==> src/rtl/softrst_pkg.sv <==
package softrst_pkg;

    localparam logic [31:0] HANDLER_VEC_DEFAULT = 32'hBFC0_0000;

    typedef enum logic {
        PH_INIT   = 1'b0,
        PH_ACTIVE = 1'b1
    } phase_e;

    typedef struct packed {
        phase_e phase;
        logic   cfg_load;
        logic   sm_clear;
        logic   abort;
        logic   redirect;
        logic   sr;
    } seq_state_t;

    typedef struct packed {
        logic pend;
    } nmi_state_t;

endpackage

==> src/rtl/softrst_sync.sv <==
module softrst_sync #(
    parameter int   STAGES  = 2,
    parameter logic RST_VAL = 1'b0
) (
    input  logic clk,
    input  logic rst_n,
    input  logic d,
    output logic q
);
    logic [STAGES-1:0] chain_q;

    generate
        for (genvar i = 0; i < STAGES; i++) begin : g_stage
            if (i == 0) begin : g_first
                always_ff @(posedge clk or negedge rst_n) begin
                    if (!rst_n) chain_q[i] <= RST_VAL;
                    else        chain_q[i] <= d;
                end
            end else begin : g_rest
                always_ff @(posedge clk or negedge rst_n) begin
                    if (!rst_n) chain_q[i] <= RST_VAL;
                    else        chain_q[i] <= chain_q[i-1];
                end
            end
        end
    endgenerate

    assign q = chain_q[STAGES-1];
endmodule

==> src/rtl/softrst_fall_detect.sv <==
module softrst_fall_detect (
    input  logic clk,
    input  logic rst_n,
    input  logic level,
    output logic fall
);
    // Previous level resets to the asserted (low) value, so a line that is
    // already low when reset is released produces no edge.
    logic prev_d, prev_q;

    always_comb begin
        prev_d = level;
    end

    always_ff @(posedge clk or negedge rst_n) begin
        if (!rst_n) prev_q <= 1'b0;
        else        prev_q <= prev_d;
    end

    assign fall = prev_q & ~level;
endmodule

==> src/rtl/softrst_nmi_queue.sv <==
module softrst_nmi_queue #(
    parameter int INT_W   = 8,
    parameter int NMI_BIT = 6
) (
    input  logic             clk,
    input  logic             rst_n,
    input  logic             armed,
    input  logic             pin_evt,
    input  logic             wr,
    input  logic [INT_W-1:0] wdata,
    input  logic             take,
    input  logic             flush,
    output logic             pend_any
);
    import softrst_pkg::*;

    nmi_state_t st_d, st_q;
    logic       new_evt;

    always_comb begin
        new_evt  = armed & (pin_evt | (wr & wdata[NMI_BIT]));
        pend_any = st_q.pend | new_evt;
        st_d     = st_q;
        if (flush || take) begin
            st_d.pend = 1'b0;
        end else if (new_evt) begin
            st_d.pend = 1'b1;
        end
    end

    always_ff @(posedge clk or negedge rst_n) begin
        if (!rst_n) st_q <= '0;
        else        st_q <= st_d;
    end
endmodule

==> src/rtl/softrst_seq.sv <==
module softrst_seq (
    input  logic clk,
    input  logic rst_n,
    input  logic warm_evt,
    input  logic nmi_pend,
    input  logic core_running,
    input  logic core_at_boundary,
    output logic armed,
    output logic nmi_take,
    output logic nmi_flush,
    output logic cfg_load,
    output logic sm_clear,
    output logic abort,
    output logic redirect,
    output logic sr
);
    import softrst_pkg::*;

    seq_state_t st_d, st_q;
    logic       warm_go;
    logic       nmi_ok;

    always_comb begin
        st_d          = st_q;
        st_d.cfg_load = 1'b0;
        st_d.sm_clear = 1'b0;
        st_d.abort    = 1'b0;
        st_d.redirect = 1'b0;
        armed         = (st_q.phase == PH_ACTIVE);
        warm_go       = armed & warm_evt;
        nmi_ok        = armed & nmi_pend & core_running & core_at_boundary;
        nmi_take      = 1'b0;
        nmi_flush     = warm_go;

        unique case (st_q.phase)
            PH_INIT: begin
                st_d.cfg_load = 1'b1;
                st_d.sm_clear = 1'b1;
                st_d.redirect = 1'b1;
                st_d.phase    = PH_ACTIVE;
            end
            PH_ACTIVE: begin
                if (warm_go) begin
                    st_d.sm_clear = 1'b1;
                    st_d.abort    = 1'b1;
                    st_d.redirect = 1'b1;
                    st_d.sr       = 1'b1;
                end else if (nmi_ok) begin
                    st_d.redirect = 1'b1;
                    st_d.sr       = 1'b1;
                    nmi_take      = 1'b1;
                end
            end
            default: st_d.phase = PH_INIT;
        endcase
    end

    always_ff @(posedge clk or negedge rst_n) begin
        if (!rst_n) st_q <= '{phase: PH_INIT, default: 1'b0};
        else        st_q <= st_d;
    end

    assign cfg_load = st_q.cfg_load;
    assign sm_clear = st_q.sm_clear;
    assign abort    = st_q.abort;
    assign redirect = st_q.redirect;
    assign sr       = st_q.sr;
endmodule

==> src/rtl/softrst_ctrl.sv <==
module softrst_ctrl #(
    parameter int          SYNC_STAGES = 2,
    parameter int          INT_W       = 8,
    parameter int          NMI_BIT     = 6,
    parameter logic [31:0] HANDLER_VEC = softrst_pkg::HANDLER_VEC_DEFAULT
) (
    input  logic             clk,
    input  logic             cold_rst_n,
    input  logic             warm_rst_n,
    input  logic             nmi_n,
    input  logic             intreg_wr,
    input  logic [INT_W-1:0] intreg_wdata,
    input  logic             core_running,
    input  logic             core_at_boundary,
    input  logic             core_mc_busy,
    output logic             cfg_load,
    output logic             sm_clear,
    output logic             pipe_abort,
    output logic             redirect_valid,
    output logic [31:0]      redirect_pc,
    output logic             status_sr
);
    logic warm_s, nmi_s;
    logic warm_evt, nmi_pin_evt;
    logic armed, nmi_pend, nmi_take, nmi_flush;
    logic busy_unused;

    // The abort is issued on every warm reset; the busy level needs no gating.
    assign busy_unused = core_mc_busy;

    softrst_sync #(.STAGES(SYNC_STAGES), .RST_VAL(1'b0)) u_warm_sync (
        .clk(clk), .rst_n(cold_rst_n), .d(warm_rst_n), .q(warm_s)
    );

    softrst_sync #(.STAGES(SYNC_STAGES), .RST_VAL(1'b0)) u_nmi_sync (
        .clk(clk), .rst_n(cold_rst_n), .d(nmi_n), .q(nmi_s)
    );

    softrst_fall_detect u_warm_edge (
        .clk(clk), .rst_n(cold_rst_n), .level(warm_s), .fall(warm_evt)
    );

    softrst_fall_detect u_nmi_edge (
        .clk(clk), .rst_n(cold_rst_n), .level(nmi_s), .fall(nmi_pin_evt)
    );

    softrst_nmi_queue #(.INT_W(INT_W), .NMI_BIT(NMI_BIT)) u_nmiq (
        .clk      (clk),
        .rst_n    (cold_rst_n),
        .armed    (armed),
        .pin_evt  (nmi_pin_evt),
        .wr       (intreg_wr),
        .wdata    (intreg_wdata),
        .take     (nmi_take),
        .flush    (nmi_flush),
        .pend_any (nmi_pend)
    );

    softrst_seq u_seq (
        .clk              (clk),
        .rst_n            (cold_rst_n),
        .warm_evt         (warm_evt),
        .nmi_pend         (nmi_pend),
        .core_running     (core_running),
        .core_at_boundary (core_at_boundary),
        .armed            (armed),
        .nmi_take         (nmi_take),
        .nmi_flush        (nmi_flush),
        .cfg_load         (cfg_load),
        .sm_clear         (sm_clear),
        .abort            (pipe_abort),
        .redirect         (redirect_valid),
        .sr               (status_sr)
    );

    assign redirect_pc = HANDLER_VEC;
endmodule

==> config.mk <==
export PLATFORM = sky130hd
export DESIGN_NAME = softrst_ctrl
export DESIGN_NICKNAME = d
export VERILOG_FILES = /design/src/rtl/softrst_pkg.sv /design/src/rtl/softrst_sync.sv /design/src/rtl/softrst_fall_detect.sv /design/src/rtl/softrst_nmi_queue.sv /design/src/rtl/softrst_seq.sv /design/src/rtl/softrst_ctrl.sv
export SDC_FILE = /design/constraint.sdc
export NUM_CORES = 1
export LEC_CHECK = 0
export ABC_AREA = 1
export ABC_CLOCK_PERIOD_IN_PS = 910
export BUFFER_PORTS_ARGS = -buffer_cell sky130_fd_sc_hd__buf_2
export CORE_MARGIN = 2
export CORE_UTILIZATION = 37
export DETAILED_ROUTE_END_ITERATION = 10
export PLACE_DENSITY = 0.86
export SLEW_MARGIN = 20
export SYNTH_ARGS = -nofsm -noshare
export SYNTH_HDL_FRONTEND = slang
export SYNTH_SLANG_ARGS = --single-unit
==> constraint.sdc <==
create_clock -name clk -period 0.91 [get_ports clk]
set_input_delay 0 -clock clk [delete_from_list [all_inputs] [get_ports clk]]
set_output_delay 0 -clock clk [all_outputs]
set_load 0.01 [all_outputs]
==> metrics.txt, run 1 <==
DRC errors left 0; Post-DP Area 626 sq um; clk root buf clkbuf_4; input/output buffers 12; critical path's most frequent cell nand3_1; area delta synth->final 3.80%; number of buffers and inverters on the critical path 1; Syn Inst Count 68; GRT Total Usage 0.0659; outcome finished clean; drt pass-1 iters 4; Critical Path RT 1.06 ns; Initial Util 0.385; Compound-Gate Fraction of Synth Area 0.00760; Synth Area in Adders 0; via count 350; fin crit share 0.948; Worst-Skew Late Latency 0.27 ns; Max Cap Viol 0; Resize count post-CTS 0; WL/cell 6.37 um; unrepaired setup endpoints after global routing yes; Final ANT Viol Nets 0; I/O pins 53; row cnt 15; # diodes 0; warnings from Yosys 0; CP max FO 6; area share of xor/xnor cells in the synthesized design 0; Post-Synth Simple-Gate Area 0.0760; Hold Vio Cnt, Final 0; design area 683 sq um; post-synth top area share 0.494; Seq cells post-synth 13; CP Cell Sequence nand3_1, inv_1, nand2_1, nand3_1; vias per cell 3.15; first-pass GRT wire length 966 um; ranking of synthesized cells by area dfrtp_1 49%, buf_4 37%, inv_1 4.6%; vias in the first global route 268; Slowest-stage cell, CP dfrtp_1; DP HPWL 565 um; Final setup viols 0; max-slew violations 0; mux contribution to synthesized area 0; layout cells sized above 1 0.186; PwrDens 1610 mW/mm^2; slowest stage delay, CP 0.43 ns; Syn Area/Cell 9.68 sq um; Worst EP arrival 1.02 ns; register area share after synthesis 0.494; GR Overflow Total 0; Yosys cell types 8; CTS buffer count 3; area leader, netlist dfrtp_1; drt total wl 707 um; CTS max path bufs 2; die footprint 0.00213 sq mm; Die Wd 46.2 um; hold crit path type primary input to flip-flop; clk sinks 13; worst clock skew 0.000429 ns; TritonCTS clock tree done; critical path class flip-flop to flip-flop; Mapped Area 658 sq um; most common cell after layout, fill and taps aside conb_1; final core occ 0.400; critical path launch point type flip-flop; initial drt markers 6; largest family of logic cells by synthesized area buffers and inverters; most frequent cells in the layout 33 x conb_1, 13 x dfrtp_1, 12 x buf_2; Final nets 103; gpl congestion 0.726; setup bufs post-CTS 0; Die Y 46.2 um; crit path capture type flip-flop; f_max 1.16 GHz; CTS clk-pin slew, worst paths 0.07 ns; Lkg Pwr 0.000415 uW; largest net degree at the start of global routing 14; Crit path max-delay family flip-flops; worst ir drop on vdd 0.000990 V; fin crit period 0.862 ns; H-tree levels 1; initial antenna violation count 0; Core ar. 0.00171 sq mm
Yosys cell counts:
cell     count
nand3_1      4
dfrtp_1     13
o21ai_0      1
nor2_1       1
nand2_1      7
inv_1        8
buf_4       32
conb_1       2
routing by layer:
metal	up-vias	GRT usage	routed length [um]
met4	0	0.0514	0
met3	0	0.0157	50
met1	157	0.0495	248
li1	171	-	-
met2	22	0.133	407
met5	-	0	0
registers in the layout, indices dropped and copies added, names as in the netlist:
| signal | flops |
|---|---|
| u_nmi_sync.chain_q | 1 |
| u_warm_sync.q | 1 |
| u_nmi_edge.prev_q | 1 |
| u_seq.sm_clear | 1 |
| u_seq.redirect | 1 |
| u_seq.cfg_load | 1 |
| u_warm_edge.prev_q | 1 |
| u_nmiq.st_q | 1 |
| u_warm_sync.chain_q | 1 |
| u_seq.abort | 1 |
| u_nmi_sync.q | 1 |
| u_seq.armed | 1 |
| u_seq.sr | 1 |
what timing repair did:
| item | 4_1_cts | 5_1_grt |
|---|---|---|
| hold endpoints to repair | 15 | 0 |
| hold buffers | 3 | 0 |
| setup endpoints to repair | 0 | 2 |
per-stage QoR:
| stage | setup slack [ns] | power [uW] | cells | setup TNS [ns] | hold WS, ns |
|---|---|---|---|---|---|
| 3_5_place_dp | 0.0553 | 762 | 104 | 0 | -0.105 |
| 4_1_cts | 0.0457 | 1110 | 111 | 0 | 0.0267 |
| 5_1_grt | -0.0364 | 1160 | 111 | -0.0704 | 0.0634 |
| 2_1_floorplan | 0.126 | 823 | 99 | 0 | -0.296 |
| 6_report | 0.0477 | 1100 | 111 | 0 | 0.0341 |
| 3_3_place_gp | 0.0768 | 759 | 104 | 0 | -0.114 |
path summary, 6_finish.rpt:
| kind | from | end | slack, ns | cells past startpoint |
|---|---|---|---|---|
| worst max-delay path | u_seq.armed | u_seq.sr | 0.05 | 4 |
| worst min-delay path | core_running | u_nmiq.st_q | 0.03 | 4 |
| worst max register to register | u_seq.armed | u_seq.sr | 0.05 | 4 |
| worst min register to register | u_nmi_sync.chain_q[0] | u_nmi_sync.q | 0.36 | 0 |
| max in group asynchronous | cold_rst_n | u_seq.redirect | 0.56 | 2 |
| min in group asynchronous | cold_rst_n | u_warm_sync.q | 0.13 | 2 |
worst register-to-register path, stage by stage, from the launching register on:
cell	delay, ns
dfrtp_1	0.43
nand3_1	0.12
inv_1	0.04
nand2_1	0.08
nand3_1	0.07
cell type report:
cell class	instances	area [sq um]
Timing Repair Buffer	15	90.1
Fill cell	179	1020
Clock inverter	1	5.00
Clock buffer	3	22.5
Inverter	8	30.0
Tap cell	25	31.3
Multi-Input combinational cell	46	179
Sequential cell	13	325
power breakdown:
group          internal, uW  total, uW  switching, uW
clock                   163        337            175
sequential              609        621           12.0
combinational          37.5        140            102
logic make-up (layout without fill, tap and decap cells):
logic type	Yosys count	count (layout)
flops	13	13
simple gates	12	12
compound gates	1	1
buf+inv	40	27
other cells	2	33
Power figures use the tool's default switching activity.
==> inputs of run 2 (changes only) <==
--- a/config.mk
+++ b/config.mk
@@ -6,7 +6,7 @@
 export NUM_CORES = 1
 export LEC_CHECK = 0
 export ABC_AREA = 1
-export ABC_CLOCK_PERIOD_IN_PS = 910
+export ABC_CLOCK_PERIOD_IN_PS = 800
 export BUFFER_PORTS_ARGS = -buffer_cell sky130_fd_sc_hd__buf_2
 export CORE_MARGIN = 2
 export CORE_UTILIZATION = 37
==> constraint.sdc (replaced) <==
create_clock -name clk -period 0.8 [get_ports clk]
set_input_delay 0 -clock clk [delete_from_list [all_inputs] [get_ports clk]]
set_output_delay 0 -clock clk [all_outputs]
set_load 0.01 [all_outputs]
==> run 2 against run 1 <==
Against the previous run:
- the run now ends with negative setup slack left
- die area did not move
- critical path type unchanged
- largest cell class unchanged
- hold slack improved by 0.011 ns
- clock skew rose by 0.0055 ns
- worst setup slack got worse by 0.13 ns
- first-iteration DRC count did not move
- highest routed layer is now met4
- total power rose by 16%
- routed wire length rose by 19%
==> metrics.txt, run 2 (synthesized netlist as in run 1, its figures left out) <==
Final nets 105 (+1.9%); design area 707 sq um (+3.5%); Crit path max-delay family flip-flops; f_max 1.13 GHz (-2.5%); gpl congestion 0.768 (+5.8%); Post-DP Area 633 sq um (+1.2%); Max Cap Viol 0 (unchanged); critical path class flip-flop to flip-flop; GR Overflow Total 0 (unchanged); initial antenna violation count 0 (unchanged); I/O pins 53 (unchanged); vias in the first global route 291 (+8.6%); GRT Total Usage 0.0816 (+0.0157); input/output buffers 12 (unchanged); max-slew violations 0 (unchanged); layout cells sized above 1 0.239 (+0.0526); area delta synth->final 7.41%; CP max FO 6 (unchanged); first-pass GRT wire length 1.14 mm (+18%); fin crit period 0.885 ns (+0.0223 ns); clk root buf clkbuf_4; largest net degree at the start of global routing 14 (unchanged); drt total wl 844 um (+19%); Hold Vio Cnt, Final 0 (unchanged); slowest stage delay, CP 0.45 ns (+0.02 ns); die footprint 0.00213 sq mm (unchanged); WHS 0.0450 ns (+0.0109 ns); Initial Util 0.385 (unchanged); worst clock skew 0.00597 ns (+0.00554 ns); H-tree levels 1 (unchanged); unrepaired setup endpoints after global routing yes; # diodes 0 (unchanged); number of buffers and inverters on the critical path 1 (unchanged); final worst setup slack -0.0846 ns (-0.132 ns); fin crit share 1.11 (+0.158); post-place setup slack -0.0788 ns (-0.134 ns); crit path capture type flip-flop; CTS buffer count 3 (unchanged); Final setup viols 4 (+4); failing checks negative setup slack; DRC errors left 0 (unchanged); fill count 176 (-1.7%); Slowest-stage cell, CP dfrtp_1; via count 370 (+5.7%); Worst EP arrival 1.04 ns (+0.02 ns); most common cell after layout, fill and taps aside conb_1; worst ir drop on vdd 0.000824 V (-17%); DP HPWL 654 um (+16%); Die Wd 46.2 um (unchanged); vias per cell 3.27 (+3.8%); row cnt 15 (unchanged); critical path launch point type flip-flop; hold crit path type primary input to flip-flop; CP Cell Sequence nand3_1, inv_1, nand2_2, nand3_1; outcome finished, violations left; drt pass-1 iters 4 (unchanged); CTS max path bufs 2 (unchanged); TritonCTS clock tree done; Die Y 46.2 um (unchanged); Core ar. 0.00171 sq mm (unchanged); CTS clk-pin slew, worst paths 0.07 ns (about the same); Lkg Pwr 0.000424 uW (+2.0%); Final ANT Viol Nets 0 (unchanged); WL/cell 7.47 um (+17%); Non-Filler Instances 113 (+1.8%); clk sinks 13 (unchanged); initial drt markers 6 (unchanged); most frequent cells in the layout 33 x conb_1, 13 x dfrtp_1, 12 x buf_2; placed insts 105 (+0.96%); Worst-Skew Late Latency 0.27 ns (about the same); PwrDens 1800 mW/mm^2 (+12%); Critical Path RT 0.95 ns (-0.11 ns); critical path's most frequent cell nand3_1
run 2: cell types whose count changed in the layout (fill, tap and decap cells not counted):
cell	delta
buf_4	+2
nand2_1	-4
clkbuf_1	+1
nand2_2	+4
clkinv_2	-1
run 2: worst min-delay path: stages:
cell     delay (ns)
buf_2          0.08
nand3_1        0.07
nand3_1        0.10
inv_1          0.04
run 2: path summary, 6_finish.rpt:
check,start,endpoint,slack (ns),cells after the start
max in group asynchronous,cold_rst_n,u_seq.sm_clear,0.44,2
min reg2reg,u_nmi_sync.chain_q[0],u_nmi_sync.q,0.36,0
max,u_seq.armed,u_seq.redirect,-0.08,4
min in group asynchronous,cold_rst_n,u_nmiq.st_q,0.14,2
max reg2reg,u_seq.armed,u_seq.redirect,-0.08,4
min,core_running,u_nmiq.st_q,0.04,4
run 2: metal layers:
layer  up-vias  GRT usage  wire, um
li1        173          -         -
met1       171     0.0723       277
met2        24      0.147       492
met4         0     0.0686        13
met5         -          0         0
met3         2     0.0235        60
run 2: stage by stage:
step                       util  power [uW]  setup TNS [ns]
after floorplan               -         936               0
after global placement    0.371         868         -0.0290
after detailed placement  0.371         875          -0.193
after CTS                 0.408        1280          -0.209
after global routing      0.414        1350          -0.424
final                     0.414        1270          -0.223
run 2: timing repair:
action	CTS	global route
gates resized for setup	0	4
endpoints found under the setup margin	5	6
buffers inserted	1	0
pin swaps	0	0
hold endpoints to repair	15	0
hold buffers	3	0
run 2: final cells by class:
cell class	instances	area [sq um]	share of cell area
clock buffer	4	26.3	0.0372
inverter	8	30.0	0.0425
multi-input combinational	46	189	0.267
sequential	13	325	0.460
tap	25	31.3	0.0442
timing repair buffer	17	105	0.149
run 2: report_power, final:
group	total, uW	internal, uW	switching, uW
combinational	180	52.1	127
sequential	707	693	13.4
clock	388	193	194
==> inputs of run 3 (changes only) <==
--- a/config.mk
+++ b/config.mk
@@ -7,8 +7,7 @@
 export LEC_CHECK = 0
 export ABC_AREA = 1
 export ABC_CLOCK_PERIOD_IN_PS = 800
-export BUFFER_PORTS_ARGS = -buffer_cell sky130_fd_sc_hd__buf_2
-export CORE_MARGIN = 2
+export BUFFER_PORTS_ARGS = -buffer_cell sky130_fd_sc_hd__clkbuf_2
 export CORE_UTILIZATION = 37
 export DETAILED_ROUTE_END_ITERATION = 10
 export PLACE_DENSITY = 0.86
==> run 3 against run 2 <==
Against the previous run:
- the flow still finishes with violations (negative setup slack)
- critical path depth rose by 3
- die area fell by 8.5%
- clock power fell by 2%
- sequential cell count did not move
- total power fell by 0.12%
- combinational power barely moved
- routed wire length fell by 8.5%
- cell count fell by 5.3%
- register-to-register slack improved by 0.02 ns
- hold slack got worse by 0.0010 ns
- largest power group unchanged
==> metrics.txt, run 3 (synthesized netlist as in run 1, its figures left out) <==
largest net degree at the start of global routing 14 (unchanged); CTS max path bufs 2 (unchanged); die footprint 0.00195 sq mm (-8.5%); vias per cell 3.50 (+7.0%); met1 wire length 275 um (-0.72%); GR Overflow Total 0 (unchanged); outcome finished, violations left; drt total wl 772 um (-8.5%); fin crit period 0.864 ns (-0.0202 ns); Worst EP arrival 1.02 ns (-0.02 ns); most common cell after layout, fill and taps aside conb_1; failing checks negative setup slack; Die Y 44.2 um (-4.3%); worst clock skew 0.00171 ns (-0.00426 ns); # diodes 0 (unchanged); clk sinks 13 (unchanged); hold crit path type primary input to flip-flop; H-tree levels 1 (unchanged); WL/cell 7.21 um (-3.4%); DP HPWL 588 um (-10%); hold depth 4 (unchanged); Slowest-stage cell, CP dfrtp_1; row cnt 14 (-1); post-place setup slack -0.0618 ns (+0.0171 ns); final core occ 0.457 (+0.0432); critical path launch point type flip-flop; CTS clk-pin slew, worst paths 0.07 ns (about the same); fill count 158 (-10%); critical path's most frequent cell nand2_1; CTS buffer count 3 (unchanged); via count 375 (+1.4%); WL met2 437 um (-11%); Lkg Pwr 0.000441 uW (+4.1%); CP Cell Sequence inv_1, nand2_1, nand2_1, nand2_1, nand2_2, nand2_2, nand3_1; CP max FO 2 (-4); Final nets 108 (+2.9%); unrepaired setup endpoints after global routing yes; PwrDens 1770 mW/mm^2 (-2.0%); Worst-Skew Late Latency 0.27 ns (about the same); area delta synth->final 9.51%; Final setup viols 3 (-1); most frequent cells in the layout 33 x conb_1, 13 x dfrtp_1, 12 x clkbuf_2; vias in the first global route 297 (+2.1%); gpl congestion 0.774 (+0.68%); input/output buffers 12 (unchanged); drt pass-1 iters 6 (+2); Max Cap Viol 0 (unchanged); worst ir drop on vdd 0.00109 V (+32%); Hold Vio Cnt, Final 0 (unchanged); slowest stage delay, CP 0.35 ns (-0.10 ns); initial antenna violation count 0 (unchanged); f_max 1.16 GHz (+2.3%); GRT Total Usage 0.0782 (-0.00339); I/O pins 53 (unchanged); layout cells sized above 1 0.264 (+0.0251); initial drt markers 12 (+6); first-pass GRT wire length 1.08 mm (-5.4%); TritonCTS clock tree done; met3 wire len 59 um (-1.7%); Critical Path RT 0.95 ns (about the same); clk root buf clkbuf_4; critical path class flip-flop to flip-flop; Initial Util 0.417 (+0.0321); crit path capture type flip-flop; max-slew violations 0 (unchanged); DRC errors left 0 (unchanged); fin crit share 1.08 (-0.0252); final worst setup slack -0.0644 ns (+0.0202 ns); Core ar. 0.00158 sq mm (-7.7%); R2R depth 7 (+3); Die Wd 44.2 um (-4.3%); Final ANT Viol Nets 0 (unchanged); DR top layer met3
## run 3: changes by cell type in the layout (fill, tap and decap cells not counted), sizes merged
cell and change:
buf -9, clkbuf +12
## run 3: report_power, final
group | internal (uW) | leakage [uW] | switching, uW | total (uW)
registers | 694 | 0.000150 | 13.7 | 707
logic | 56.9 | 0.000276 | 126 | 183
clock network | 193 | 0.0000150 | 189 | 382
## run 3: layout make-up
class / instances / area, sq um / area share
clock buffer: 4 / 26.3 / 0.0365
inverter: 8 / 30.0 / 0.0417
multi-input combinational: 46 / 191 / 0.266
sequential: 13 / 325 / 0.451
tap: 16 / 20.0 / 0.0278
timing repair buffer: 20 / 128 / 0.177
## run 3: routing by layer
layer	vias to the layer above	GRT usage
met5	-	0
met4	0	0.0727
met3	0	0.0122
met2	29	0.138
met1	167	0.0765
li1	179	-
## run 3: worst max-delay path: cells and delay by family (launching register included)
kind,cells,cell delay [ns]
and+or+nand+nor,6,0.35
buffers and inverters,1,0.04
DFF,1,0.35
## run 3: worst paths after layout
kind / startpoint / endpoint / slack, ns
max in group asynchronous: cold_rst_n / u_nmi_edge.prev_q / 0.42
min in group asynchronous: cold_rst_n / u_seq.cfg_load / 0.14
hold / removal: core_running / u_nmiq.st_q / 0.04
hold reg to reg: u_nmi_sync.chain_q[0] / u_nmi_sync.q / 0.35
setup / recovery: u_nmi_sync.q / u_seq.redirect / -0.06
setup reg to reg: u_nmi_sync.q / u_seq.redirect / -0.06
## run 3: metrics by stage
step	hold WS (ns)	instance area (sq um)	power, uW	TNS [ns]	cells
2_1_floorplan	-0.296	774	936	0	99
3_3_place_gp	-0.104	629	871	-0.0220	97
3_5_place_dp	-0.0988	629	876	-0.132	97
4_1_cts	0.0331	693	1280	-0.151	105
5_1_grt	0.0613	721	1340	-0.413	107
6_report	0.0440	721	1270	-0.155	107
## run 3: timing repair
item	CTS	global route
setup endpoints to repair	3	4
pin swaps	0	2
resized for setup	0	4
setup buffers	1	2
hold endpoints to repair	15	0
hold buffers	3	0
